File: config.mk
export PLATFORM = sky130hd
export DESIGN_NAME = barrier_sync
export DESIGN_NICKNAME = d
export VERILOG_FILES = /design/src/rtl/barrier_pkg.sv /design/src/rtl/barrier_slot.sv /design/src/rtl/barrier_watch.sv /design/src/rtl/barrier_sync.sv
export SDC_FILE = /design/constraint.sdc
export NUM_CORES = 1
export LEC_CHECK = 0
export CELL_PAD_IN_SITES_DETAIL_PLACEMENT = 1
export CELL_PAD_IN_SITES_GLOBAL_PLACEMENT = 1
export CORE_ASPECT_RATIO = 0.7
export CORE_MARGIN = 2
export CORE_UTILIZATION = 33
export DETAILED_ROUTE_END_ITERATION = 12
export GPL_ROUTABILITY_DRIVEN = 0
export GPL_TIMING_DRIVEN = 1
export PLACE_DENSITY = 0.77
export SYNTH_ARGS = -nofsm -noshare
export SYNTH_HDL_FRONTEND = slang
export SYNTH_SLANG_ARGS = --single-unit
File: constraint.sdc
create_clock -name clk -period 2.3 [get_ports clk]
set_clock_uncertainty 0.05 [all_clocks]
set_input_delay 0.345 -clock clk [delete_from_list [all_inputs] [get_ports clk]]
set_output_delay 0.345 -clock clk [all_outputs]
set_load 0.03 [all_outputs]
File: src/rtl/barrier_pkg.sv
package barrier_pkg;
    localparam int DEF_THREADS = 4;
    localparam int DEF_SYNCS   = 2;

    function automatic int sel_width(input int n);
        return (n > 1) ? $clog2(n) : 1;
    endfunction
endpackage

File: src/rtl/barrier_slot.sv
module barrier_slot #(
    parameter int NUM_THREADS = 4
) (
    input  logic [NUM_THREADS-1:0] pend_q,
    input  logic                   hit,
    input  logic [NUM_THREADS-1:0] own_bit,
    input  logic [NUM_THREADS-1:0] mask,
    output logic [NUM_THREADS-1:0] pend_nx,
    output logic                   first,
    output logic                   done
);
    logic [NUM_THREADS-1:0] flip;

    always_comb begin
        first   = hit && (pend_q == '0);
        flip    = first ? (mask & ~own_bit) : own_bit;
        pend_nx = hit ? (pend_q ^ flip) : pend_q;
        done    = hit && (pend_nx == '0);
    end
endmodule

File: src/rtl/barrier_watch.sv
module barrier_watch #(
    parameter int NUM_THREADS = 4,
    parameter int SELF        = 0
) (
    input  logic                   waiting,
    input  logic [NUM_THREADS-1:0] grp,
    input  logic [NUM_THREADS-1:0] active,
    output logic                   broken,
    output logic                   dropped
);
    logic [NUM_THREADS-1:0] others;

    always_comb begin
        others  = grp & ~(NUM_THREADS'(1) << SELF);
        dropped = waiting && !active[SELF];
        broken  = waiting && active[SELF] && ((others & ~active) != '0);
    end
endmodule

File: src/rtl/barrier_sync.sv
module barrier_sync #(
    parameter int NUM_THREADS = barrier_pkg::DEF_THREADS,
    parameter int NUM_SYNCS   = barrier_pkg::DEF_SYNCS
) (
    input  logic                                      clk,
    input  logic                                      rst_n,
    input  logic                                      wait_valid,
    input  logic [$clog2(NUM_THREADS)-1:0]            wait_tid,
    input  logic [NUM_THREADS-1:0]                    wait_mask,
    input  logic [barrier_pkg::sel_width(NUM_SYNCS)-1:0] wait_sel,
    input  logic [NUM_THREADS-1:0]                    thread_active,
    output logic [NUM_THREADS-1:0]                    hold_pc,
    output logic [NUM_THREADS-1:0]                    annul_exc,
    output logic [NUM_THREADS-1:0]                    illegal_wait,
    output logic [NUM_SYNCS*NUM_THREADS-1:0]          pend_flat
);
    localparam int TID_W = $clog2(NUM_THREADS);
    localparam int SEL_W = barrier_pkg::sel_width(NUM_SYNCS);

    typedef struct packed {
        logic [NUM_SYNCS-1:0][NUM_THREADS-1:0]   pend;
        logic [NUM_SYNCS-1:0][TID_W-1:0]         lead;
        logic [NUM_THREADS-1:0]                  ws;
        logic [NUM_THREADS-1:0]                  rel_lead;
        logic [NUM_THREADS-1:0]                  rel_rest;
        logic [NUM_THREADS-1:0]                  rel_late;
        logic [NUM_THREADS-1:0]                  illegal;
        logic [NUM_THREADS-1:0][NUM_THREADS-1:0] grp;
        logic [NUM_THREADS-1:0][SEL_W-1:0]       gsel;
    } state_t;

    state_t st_q, st_d;

    logic [NUM_THREADS-1:0] own_bit;
    logic                   issue;
    logic                   absent;
    logic                   accept;
    logic                   reject;
    logic [NUM_THREADS-1:0] broken;
    logic [NUM_THREADS-1:0] dropped;
    logic [NUM_SYNCS-1:0]   hit;
    logic [NUM_SYNCS-1:0]   first;
    logic [NUM_SYNCS-1:0]   done;
    logic [NUM_SYNCS-1:0][NUM_THREADS-1:0] pend_nx;

    assign own_bit = NUM_THREADS'(1) << wait_tid;
    assign issue   = wait_valid && !st_q.ws[wait_tid] && wait_mask[wait_tid];
    assign absent  = (wait_mask & ~thread_active) != '0;
    assign accept  = issue && !absent;
    assign reject  = issue && absent;

    for (genvar s = 0; s < NUM_SYNCS; s++) begin : g_slot
        assign hit[s] = accept && (wait_sel == SEL_W'(s));
        barrier_slot #(.NUM_THREADS(NUM_THREADS)) slot_i (
            .pend_q  (st_q.pend[s]),
            .hit     (hit[s]),
            .own_bit (own_bit),
            .mask    (wait_mask),
            .pend_nx (pend_nx[s]),
            .first   (first[s]),
            .done    (done[s])
        );
    end

    for (genvar i = 0; i < NUM_THREADS; i++) begin : g_watch
        barrier_watch #(.NUM_THREADS(NUM_THREADS), .SELF(i)) watch_i (
            .waiting (st_q.ws[i]),
            .grp     (st_q.grp[i]),
            .active  (thread_active),
            .broken  (broken[i]),
            .dropped (dropped[i])
        );
    end

    always_comb begin
        logic                   clr;
        logic [NUM_THREADS-1:0] lead_vec;

        st_d          = st_q;
        st_d.illegal  = broken;
        st_d.rel_lead = '0;
        st_d.rel_rest = '0;
        st_d.rel_late = st_q.rel_rest;
        st_d.ws       = st_q.ws & ~st_q.rel_lead & ~st_q.rel_late
                        & ~broken & ~dropped;

        for (int s = 0; s < NUM_SYNCS; s++) begin
            clr = 1'b0;
            for (int i = 0; i < NUM_THREADS; i++) begin
                if (broken[i] && (st_q.gsel[i] == SEL_W'(s))) begin
                    clr = 1'b1;
                end
            end
            st_d.pend[s] = clr ? '0 : pend_nx[s];
            if (first[s]) begin
                st_d.lead[s] = wait_tid;
            end
            lead_vec = first[s] ? own_bit : (NUM_THREADS'(1) << st_q.lead[s]);
            if (done[s]) begin
                st_d.rel_lead = lead_vec;
                st_d.rel_rest = wait_mask & ~lead_vec;
            end
        end

        if (accept) begin
            st_d.ws            = st_d.ws | own_bit;
            st_d.grp[wait_tid]  = wait_mask;
            st_d.gsel[wait_tid] = wait_sel;
        end

        if (reject) begin
            st_d.illegal = st_d.illegal | own_bit;
        end
    end

    always_ff @(posedge clk) begin
        if (!rst_n) begin
            st_q <= '0;
        end else begin
            st_q <= st_d;
        end
    end

    assign hold_pc      = st_q.ws;
    assign annul_exc    = st_q.ws;
    assign illegal_wait = st_q.illegal;
    assign pend_flat    = st_q.pend;
endmodule

==> qor.txt, run 1 <==
min Tclk post-route: 2470 ps
failing checks: negative setup slack
routed len/inst: 18.2 um
CORE AREA: 0.00745 mm2
Cell Rows: 26
drt first pass iters: 4
Clock Power Share: 32.3%
CP arrival: 2680 ps
total track usage: 21.2%
critical path required time: 2510 ps
initial core utilization: 34.7%
Die X: 110 um
H-tree depth: 2
r2r startpoint: annul_exc[2]
# setup viols final: 8
overall power: 1.72 mW
Post-DRT Antenna Nets: 0
number of global-route vias before repair: 2,435
cell count after synthesis: 308
P_sw: 0.483 mW
Nets: 396
total clock sinks: 48
Vias: 2,458
R2R cell count: 7
CTS tree: done
min-delay src: st_d[24]
sw frac: 28.1%
Final Hold Vio Count: 0
CTS Buf Count: 5
Syn Area/Cell: 8.39 um2
antenna violations before repair: 0
Post-synth top flop: dfxtp_1
Die Y: 78.0 um
Reg power frac: 49.4%
unrepaired setup endpoints after global routing: true
initial DRC count: 68
sequential area share after synthesis: 37.2%
EDFF count, synth: 0
Internal: 1.23 mW
FF-to-FF End: st_d[26]
Port-buffer cells: 33
vias per cell: 5.11
dpl cell area: 0.00328 mm2
status: finished with violations
Non-Filler Cell Area, Final: 0.00360 mm2
Yosys Warn Count: 0
reg2reg setup slack: -170 ps
hold buffers post-CTS: 0
first-pass GRT wire length: 13.5 mm
Slew @ Worst Pin: 676 ps
CTS root buf: clkbuf_8
Worst Path Max Fanout: 8
diode count: 0
static leakage: 1.47 nW
CP Capture Type: register
largest net degree at the start of global routing: 17
Synth-to-Final Area Change: 39.3%
DP HPWL: 6.44 mm
CP Launch Type: register
drt total wl: 8.76 mm
# IOs: 34
PD cells: 477 mW/mm2
gr ovfl total: 0
Mapped Nets: 322
Peak VDD IR: 241 uV
CTS max path bufs: 2
share of layout cells above drive strength 1: 28.5%
kind of critical path: register to register
setup slack at placement: -709 ps
hold path depth: 1
PnR worst setup slack: -166 ps
async set or reset register ratio after synthesis: 0%
Final Cycle Share: 107%
Max-Slew Margin vs Limit: 54.8%
Hold EP: st_q[24]
Max Cap Viol: 0
number of max-slew violations in the final report: 0
Post-Synthesis Cell Area: 0.00258 mm2
HP Class: register to register
final hold slack: 393 ps
Gate power share: 18.4%
Reg clk slew, reported paths: 90 ps
clk_lat worst skew: 320 ps
#FFs+latches synth: 48
Unique masters post-synth: 38
Achievable Freq: 0.406 GHz
Die ar.: 0.00856 mm2
DR DRC count: 0
metrics by stage:
stage	TNS (ps)	std cells	utilization, %
2_1_floorplan	-28.8	308	-
3_3_place_gp	-11030	466	44.1
3_5_place_dp	-13140	466	44.1
4_1_cts	-669	479	47.4
5_1_grt	-1520	481	48.3
6_report	-860	481	48.3
cells in the final DEF (no fill, tap or decap), types with 4 or more instances in the layout:
cell	synthesis	final
nor2b_1	10	10
and3_1	4	4
nand2b_1	24	17
dfxtp_1	48	43
clkbuf_8	0	6
mux2i_1	16	12
nand3_1	23	22
a21oi_1	8	6
or4_1	5	4
nand2b_4	0	7
dfxtp_2	0	5
clkdlybuf4s50_1	0	27
nor2_1	16	15
dlygate4sd2_1	0	5
o221ai_1	4	4
inv_1	13	13
buf_4	20	61
xor2_1	8	8
nand2_1	37	35
a21boi_0	21	21
xnor2_1	6	6
and2_1	6	6
Yosys cell counts, types with 3 or more instances:
cell / instances / area share [%]
a21boi_0: 21 / 6.1
nand2_1: 37 / 5.4
and3_1: 4 / 0.97
a21oi_1: 8 / 1.5
o221ai_1: 4 / 1.4
xnor2_1: 6 / 2.0
o22ai_1: 6 / 1.5
inv_1: 13 / 1.9
a21boi_1: 3 / 0.87
buf_4: 20 / 5.8
dfxtp_1: 48 / 37
clkbuf_1: 10 / 1.5
or4_1: 5 / 1.5
o21ai_0: 3 / 0.58
nand2b_1: 24 / 5.8
nor2_1: 16 / 2.3
and2_1: 6 / 1.5
nand3_1: 23 / 4.5
nor2b_1: 10 / 2.4
xor2_1: 8 / 2.7
mux2i_1: 16 / 6.2
critical path: stages, from the launching register on:
cell      delay (ps)
dfxtp_2          350
nand2b_4         130
mux4_2           490
nor3b_4          260
nand2_2          110
or4_4            640
o22ai_2          200
and3_1           170
how the worst max path moves through the flow:
| stage | start | endpoint | cells past startpoint |
|---|---|---|---|
| global route | annul_exc[0] | st_d[26] | 7 |
| CTS | pend_flat[4] | st_q[33] | 8 |
| finish | annul_exc[2] | st_d[26] | 7 |
| global placement | wait_tid[1] | st_q[34] | 9 |
| detailed placement | wait_tid[1] | st_q[33] | 9 |
| floorplan | annul_exc[3] | st_d[26] | 8 |
flip-flops by register name, summed over array words and instances (netlist names):
| name | count |
|---|---|
| st_q | 28 |
| illegal_wait | 4 |
| annul_exc | 4 |
| st_d | 4 |
| pend_flat | 8 |
layout make-up:
| class | instances | area [um2] |
|---|---|---|
| clock inverters | 2 | 10.0 |
| well taps | 98 | 123 |
| inverters | 13 | 48.8 |
| repair buffers | 98 | 823 |
| flip-flops and latches | 48 | 967 |
| multi-input cells | 216 | 1540 |
| fillers | 885 | 3850 |
| clock buffers | 6 | 82.6 |
power groups by stage:
stage | clock [mW] | combinational, mW | sequential, mW
after floorplan | 0 | 0.131 | 0.866
after CTS | 0.558 | 0.301 | 0.847
final | 0.554 | 0.315 | 0.847
after detailed placement | 0 | 0.276 | 0.866
after global placement | 0 | 0.269 | 0.865
after global routing | 0.597 | 0.336 | 0.848
repair_timing:
item                                    CTS  global route
endpoints found under the setup margin   13            18
setup buffers                             4             2
cloned                                    1             0
pin swaps                                 9             9
gates resized for setup                  32            11
kinds of logic (layout without fill, tap and decap cells):
kind of cell           count (synthesis)  after routing  synth area share [%]
AO/OA/AOI/OAI                         51             51                  13.8
AND/OR/NAND/NOR                      134            134                  27.8
buffers and inverters                 44            119                  9.35
XOR/XNOR                              14             14                  4.75
flip-flops                            48             48                  37.2
multiplexers                          17             17                  7.07
metal layers:
layer,GRT usage (%),vias up,share of wire (%)
met4,6.33,0,1.7
met3,5.15,14,5.1
met2,32.0,50,45
li1,-,1186,-
met1,29.9,1208,48
met5,0,-,0
Note: power is estimated with default switching activity, not from simulation.
==> inputs of run 2 (changes only) <==
--- a/config.mk
+++ b/config.mk
@@ -14,6 +14,7 @@
 export GPL_ROUTABILITY_DRIVEN = 0
 export GPL_TIMING_DRIVEN = 1
 export PLACE_DENSITY = 0.77
+export SKIP_CTS_REPAIR_TIMING = 1
 export SYNTH_ARGS = -nofsm -noshare
 export SYNTH_HDL_FRONTEND = slang
 export SYNTH_SLANG_ARGS = --single-unit
==> run 2 against run 1 <==
The run still ends with negative setup slack left. Non-clock buffer count increased by 6. Clock power decreased by 0.9%. Critical path depth up 2. Critical path type unchanged. Critical endpoint is now st_q[33].
==> qor.txt, run 2 (same netlist as run 1, synthesis figures left out) <==
status: finished with violations
failing checks: negative setup slack
routed len/inst: 18.8 um (+3.4%)
PD cells: 474 mW/mm2 (-0.61%)
CTS root buf: clkbuf_8
drt total wl: 9.17 mm (+4.7%)
CP max-delay cell: or4_4
CORE AREA: 0.00745 mm2 (unchanged)
CP Capture Type: register
# setup viols final: 8 (unchanged)
min Tclk post-route: 2500 ps (+35.6 ps)
Final Cycle Share: 109% (+1.5 points)
critical path required time: 2500 ps (about the same)
initial DRC count: 105 (+54%)
static leakage: 1.51 nW (+2.9%)
share of layout cells above drive strength 1: 29.0% (+0.59 points)
most common cell after layout, fill and taps aside: buf_4
max incr delay on CP: 620 ps (-20 ps)
CTS Buf Count: 5 (unchanged)
# IOs: 34 (unchanged)
Post-DRT Antenna Nets: 0 (unchanged)
clk_lat worst skew: 320 ps (about the same)
total track usage: 20.1% (-1.2 points)
setup slack at placement: -709 ps (unchanged)
Vias: 2,496 (+1.5%)
number of global-route vias before repair: 2,352 (-3.4%)
Worst Path Max Fanout: 8 (unchanged)
unrepaired setup endpoints after global routing: true
CP arrival: 2700 ps (+20 ps)
CP Launch Type: register
Die ar.: 0.00856 mm2 (unchanged)
first-pass GRT wire length: 12.9 mm (-4.8%)
Slew @ Worst Pin: 590 ps (-85.9 ps)
Peak VDD IR: 242 uV (+0.61%)
Reg clk slew, reported paths: 90 ps (about the same)
Final Util: 48.8% (+0.45 points)
Final Hold Vio Count: 0 (unchanged)
Max-Slew Margin vs Limit: 60.5% (+5.8 points)
PnR worst setup slack: -201 ps (-35.6 ps)
H-tree depth: 2 (unchanged)
drt first pass iters: 4 (unchanged)
antenna violations before repair: 0 (unchanged)
initial core utilization: 34.7% (unchanged)
Cell Rows: 26 (unchanged)
Die Y: 78.0 um (unchanged)
Nets: 402 (+1.5%)
kind of critical path: register to register
Port-buffer cells: 33 (unchanged)
number of max-slew violations in the final report: 0 (unchanged)
Die X: 110 um (unchanged)
dpl cell area: 0.00328 mm2 (unchanged)
total clock sinks: 48 (unchanged)
max FFs per register: 28 (unchanged)
most frequent cells in the layout: buf_4, dfxtp_1, nand2_1
post-route setup TNS: -1350 ps (-486 ps)
DP HPWL: 6.44 mm (unchanged)
HP Class: register to register
CP bufs+invs: 2 (+2)
Multi-input gate area: 0.00151 mm2 (-2.1%)
diode count: 0 (unchanged)
Reg area: 966 um2 (-0.13%)
Fill cells: 871 (-1.6%)
Achievable Freq: 0.400 GHz (-1.4%)
largest net degree at the start of global routing: 22 (+5)
Synth-to-Final Area Change: 40.6%
register with the most flip-flops: st_q
critical path, cell by cell: nor4_4 -> buf_6 -> buf_4 -> nand3_1 -> o21ai_0 -> xor2_1 -> or4_4 -> nand2b_1 -> a21boi_2
Max Cap Viol: 0 (unchanged)
CTS tree: done
Non-Filler Cell Area, Final: 0.00363 mm2 (+0.94%)
CTS max path bufs: 2 (unchanged)
vias per cell: 5.13 (+0.29%)
gr ovfl total: 0 (unchanged)
Crit path max-delay family: simple AND/OR/NAND/NOR gates
DR DRC count: 0 (unchanged)
overall power: 1.72 mW (+0.32%)
## run 2: final timing paths
| kind | startpoint | endpoint | slack [ps] | cells past startpoint |
|---|---|---|---|---|
| max | pend_flat[5] | st_q[33] | -200 | 9 |
| min reg2reg | st_d[24] | st_q[24] | 390 | 1 |
| min | st_d[24] | st_q[24] | 390 | 1 |
| max reg2reg | pend_flat[5] | st_q[33] | -200 | 9 |
## run 2: area by class of cell
class	instances	area share [%]
inverters	13	1.34
clock inverters	2	0.276
repair buffers	104	24.5
multi-input cells	216	41.6
clock buffers	6	2.27
well taps	98	3.38
flip-flops and latches	48	26.6
## run 2: worst register-to-register path, delay by kind of cell (launching register included)
kind / cells / cell delay, ps
compound gates: 2 / 330
buf+inv: 2 / 290
xor+xnor: 1 / 130
simple gates: 4 / 1290
flops: 1 / 340
## run 2: routing by layer
metal | vias up | global-route usage, % | part of all wire [%]
met1 | 1229 | 28.9 | 46
met3 | 17 | 4.73 | 4.9
li1 | 1192 | - | -
met5 | - | 0 | 0
met4 | 0 | 5.95 | 2.1
met2 | 58 | 29.6 | 47
## run 2: per-stage QoR
step           cells  hold WS [ps]
2_1_floorplan    308           362
3_3_place_gp     466           373
3_5_place_dp     466           372
4_1_cts          474           394
5_1_grt          487           415
6_report         487           393
## run 2: power breakdown
| part | switching (mW) | internal (mW) |
|---|---|---|
| clock | 0.308 | 0.241 |
| combinational | 0.167 | 0.158 |
| sequential | 0.00681 | 0.840 |
| total | 0.482 | 1.24 |
==> inputs of run 3 (changes only) <==
--- a/config.mk
+++ b/config.mk
@@ -9,11 +9,11 @@
 export CELL_PAD_IN_SITES_GLOBAL_PLACEMENT = 1
 export CORE_ASPECT_RATIO = 0.7
 export CORE_MARGIN = 2
-export CORE_UTILIZATION = 33
+export CORE_UTILIZATION = 25
 export DETAILED_ROUTE_END_ITERATION = 12
 export GPL_ROUTABILITY_DRIVEN = 0
 export GPL_TIMING_DRIVEN = 1
-export PLACE_DENSITY = 0.77
+export PLACE_DENSITY = 0.64
 export SKIP_CTS_REPAIR_TIMING = 1
 export SYNTH_ARGS = -nofsm -noshare
 export SYNTH_HDL_FRONTEND = slang
==> run 3 against run 2 <==
The run still ends with negative setup slack left. Power increased by 16%. Non-clock buffer count fell by 11. Die area rose by 31%. First-iteration DRC count shrank 21%. Sequential share of layout area is 0.41 points lower. Global-route usage down 4.5 points. Cell area up 1.4%. Wire length fell by 7.6%. Clock power rose by 52%. Hold slack better by 1.1 ps. Critical path depth decreased by 2. Flip-flop and latch count did not move.
==> qor.txt, run 3 (same netlist as run 1, synthesis figures left out) <==
Die X: 126 um (+14%)
register with the most flip-flops: st_q
H-tree depth: 2 (unchanged)
Finished Layout Cells: 510 (+4.7%)
Worst Path Max Fanout: 8 (unchanged)
failing checks: negative setup slack
drt first pass iters: 4 (unchanged)
Max-Slew Margin vs Limit: 66.2% (+5.7 points)
dpl cells: 499 (+7.1%)
Max Cap Viol: 0 (unchanged)
Peak VDD IR: 323 uV (+33%)
Nets: 391 (-2.7%)
Slew @ Worst Pin: 505 ps (-85.2 ps)
Port-buffer cells: 33 (unchanged)
Die Y: 89.1 um (+14%)
CTS tree: done
Post-DRT Antenna Nets: 0 (unchanged)
routed len/inst: 16.6 um (-12%)
Multi-input gate area: 0.00153 mm2 (+0.91%)
critical path, cell by cell: nor4_4 -> mux2i_4 -> xor2_1 -> a211o_1 -> or4_4 -> o22ai_1 -> and3_1
PD cells: 543 mW/mm2 (+15%)
drt total wl: 8.47 mm (-7.6%)
DR DRC count: 0 (unchanged)
HP Class: register to register
gr ovfl total: 0 (unchanged)
clk_lat worst skew: 290 ps (-30 ps)
max FFs per register: 28 (unchanged)
unrepaired setup endpoints after global routing: true
share of layout cells above drive strength 1: 25.1% (-3.9 points)
Reg clk slew, reported paths: 70 ps (-20 ps)
antenna violations before repair: 0 (unchanged)
max incr delay on CP: 610 ps (about the same)
Die ar.: 0.0112 mm2 (+31%)
Final Cycle Share: 107% (-1.8 points)
CP arrival: 2650 ps (-50 ps)
Vias: 2,410 (-3.4%)
static leakage: 1.47 nW (-2.7%)
status: finished with violations
kind of critical path: register to register
Fill cells: 1,179 (+35%)
total clock sinks: 48 (unchanged)
overall power: 2.00 mW (+16%)
most common cell after layout, fill and taps aside: buf_4
number of max-slew violations in the final report: 0 (unchanged)
Reg area: 965 um2 (-0.13%)
setup slack at placement: -723 ps (-14.1 ps)
Final Hold Vio Count: 0 (unchanged)
Synth-to-Final Area Change: 42.6%
initial DRC count: 83 (-21%)
CORE AREA: 0.0102 mm2 (+37%)
# IOs: 34 (unchanged)
# setup viols final: 8 (unchanged)
most frequent cells in the layout: buf_4, dfxtp_1, nand2_1
largest net degree at the start of global routing: 22 (unchanged)
PnR worst setup slack: -161 ps (+40.6 ps)
critical path required time: 2490 ps (about the same)
diode count: 0 (unchanged)
CP Capture Type: register
CTS root buf: clkbuf_16
CTS Buf Count: 5 (unchanged)
CTS max path bufs: 2 (unchanged)
DP HPWL: 6.45 mm (+0.19%)
final hold slack: 394 ps (+1.08 ps)
initial core utilization: 25.3% (-9.4 points)
total track usage: 15.6% (-4.5 points)
Cell Rows: 31 (+19%)
first-pass GRT wire length: 13.4 mm (+3.9%)
post-route setup TNS: -1110 ps (+233 ps)
number of global-route vias before repair: 2,456 (+4.4%)
vias per cell: 4.73 (-7.8%)
Achievable Freq: 0.406 GHz (+1.7%)
CP Launch Type: register
CP max-delay cell: or4_4
min Tclk post-route: 2460 ps (-40.6 ps)
## run 3: cell types whose count changed in the layout (fill, tap and decap cells not counted), moves of 3 or more
cell / delta
mux2i_4: +4
clkbuf_8: -6
nand2_2: -3
clkbuf_16: +5
buf_4: -10
mux2i_2: -3
## run 3: critical path: cells and delay by family (launching register included)
kind	cells	cell delay (ps)
xor+xnor	1	90
flops	1	340
simple gates	3	1180
compound gates	2	420
mux	1	330
## run 3: per-layer routing
layer / vias to the layer above / GRT usage, % / part of all wire (%)
met5: - / 0 / 0
met4: 0 / 4.04 / 1.1
met3: 10 / 2.93 / 3.2
met2: 33 / 25.4 / 46
met1: 1200 / 21.4 / 50
li1: 1167 / - / -
## run 3: per-stage QoR
stage,instance area (um2),util (%)
detailed placement,3320,32.5
global route,3680,36.1
global placement,3320,32.5
floorplan,2590,-
CTS,3480,34.1
finish,3680,36.1
## run 3: cell type report
class | instances | area share (%)
Timing Repair Buffer | 93 | 22.2
Inverter | 13 | 1.32
Clock inverter | 2 | 0.951
Clock buffer | 6 | 3.50
Tap cell | 132 | 4.48
Multi-Input combinational cell | 216 | 41.4
Sequential cell | 48 | 26.2
## run 3: power by group
part           switching, mW  total, mW  internal, mW
clock network          0.325      0.837         0.512
logic                  0.164      0.315         0.152
registers            0.00651      0.847         0.840
total                  0.495       2.00          1.50
## run 3: path summary, 6_finish.rpt
check / cells past startpoint / slack, ps / to / start
worst min register to register: 1 / 390 / st_q[27] / st_d[27]
worst max register to register: 7 / -160 / st_d[27] / pend_flat[4]
worst max-delay path: 7 / -160 / st_d[27] / pend_flat[4]
worst min-delay path: 1 / 390 / st_q[27] / st_d[27]
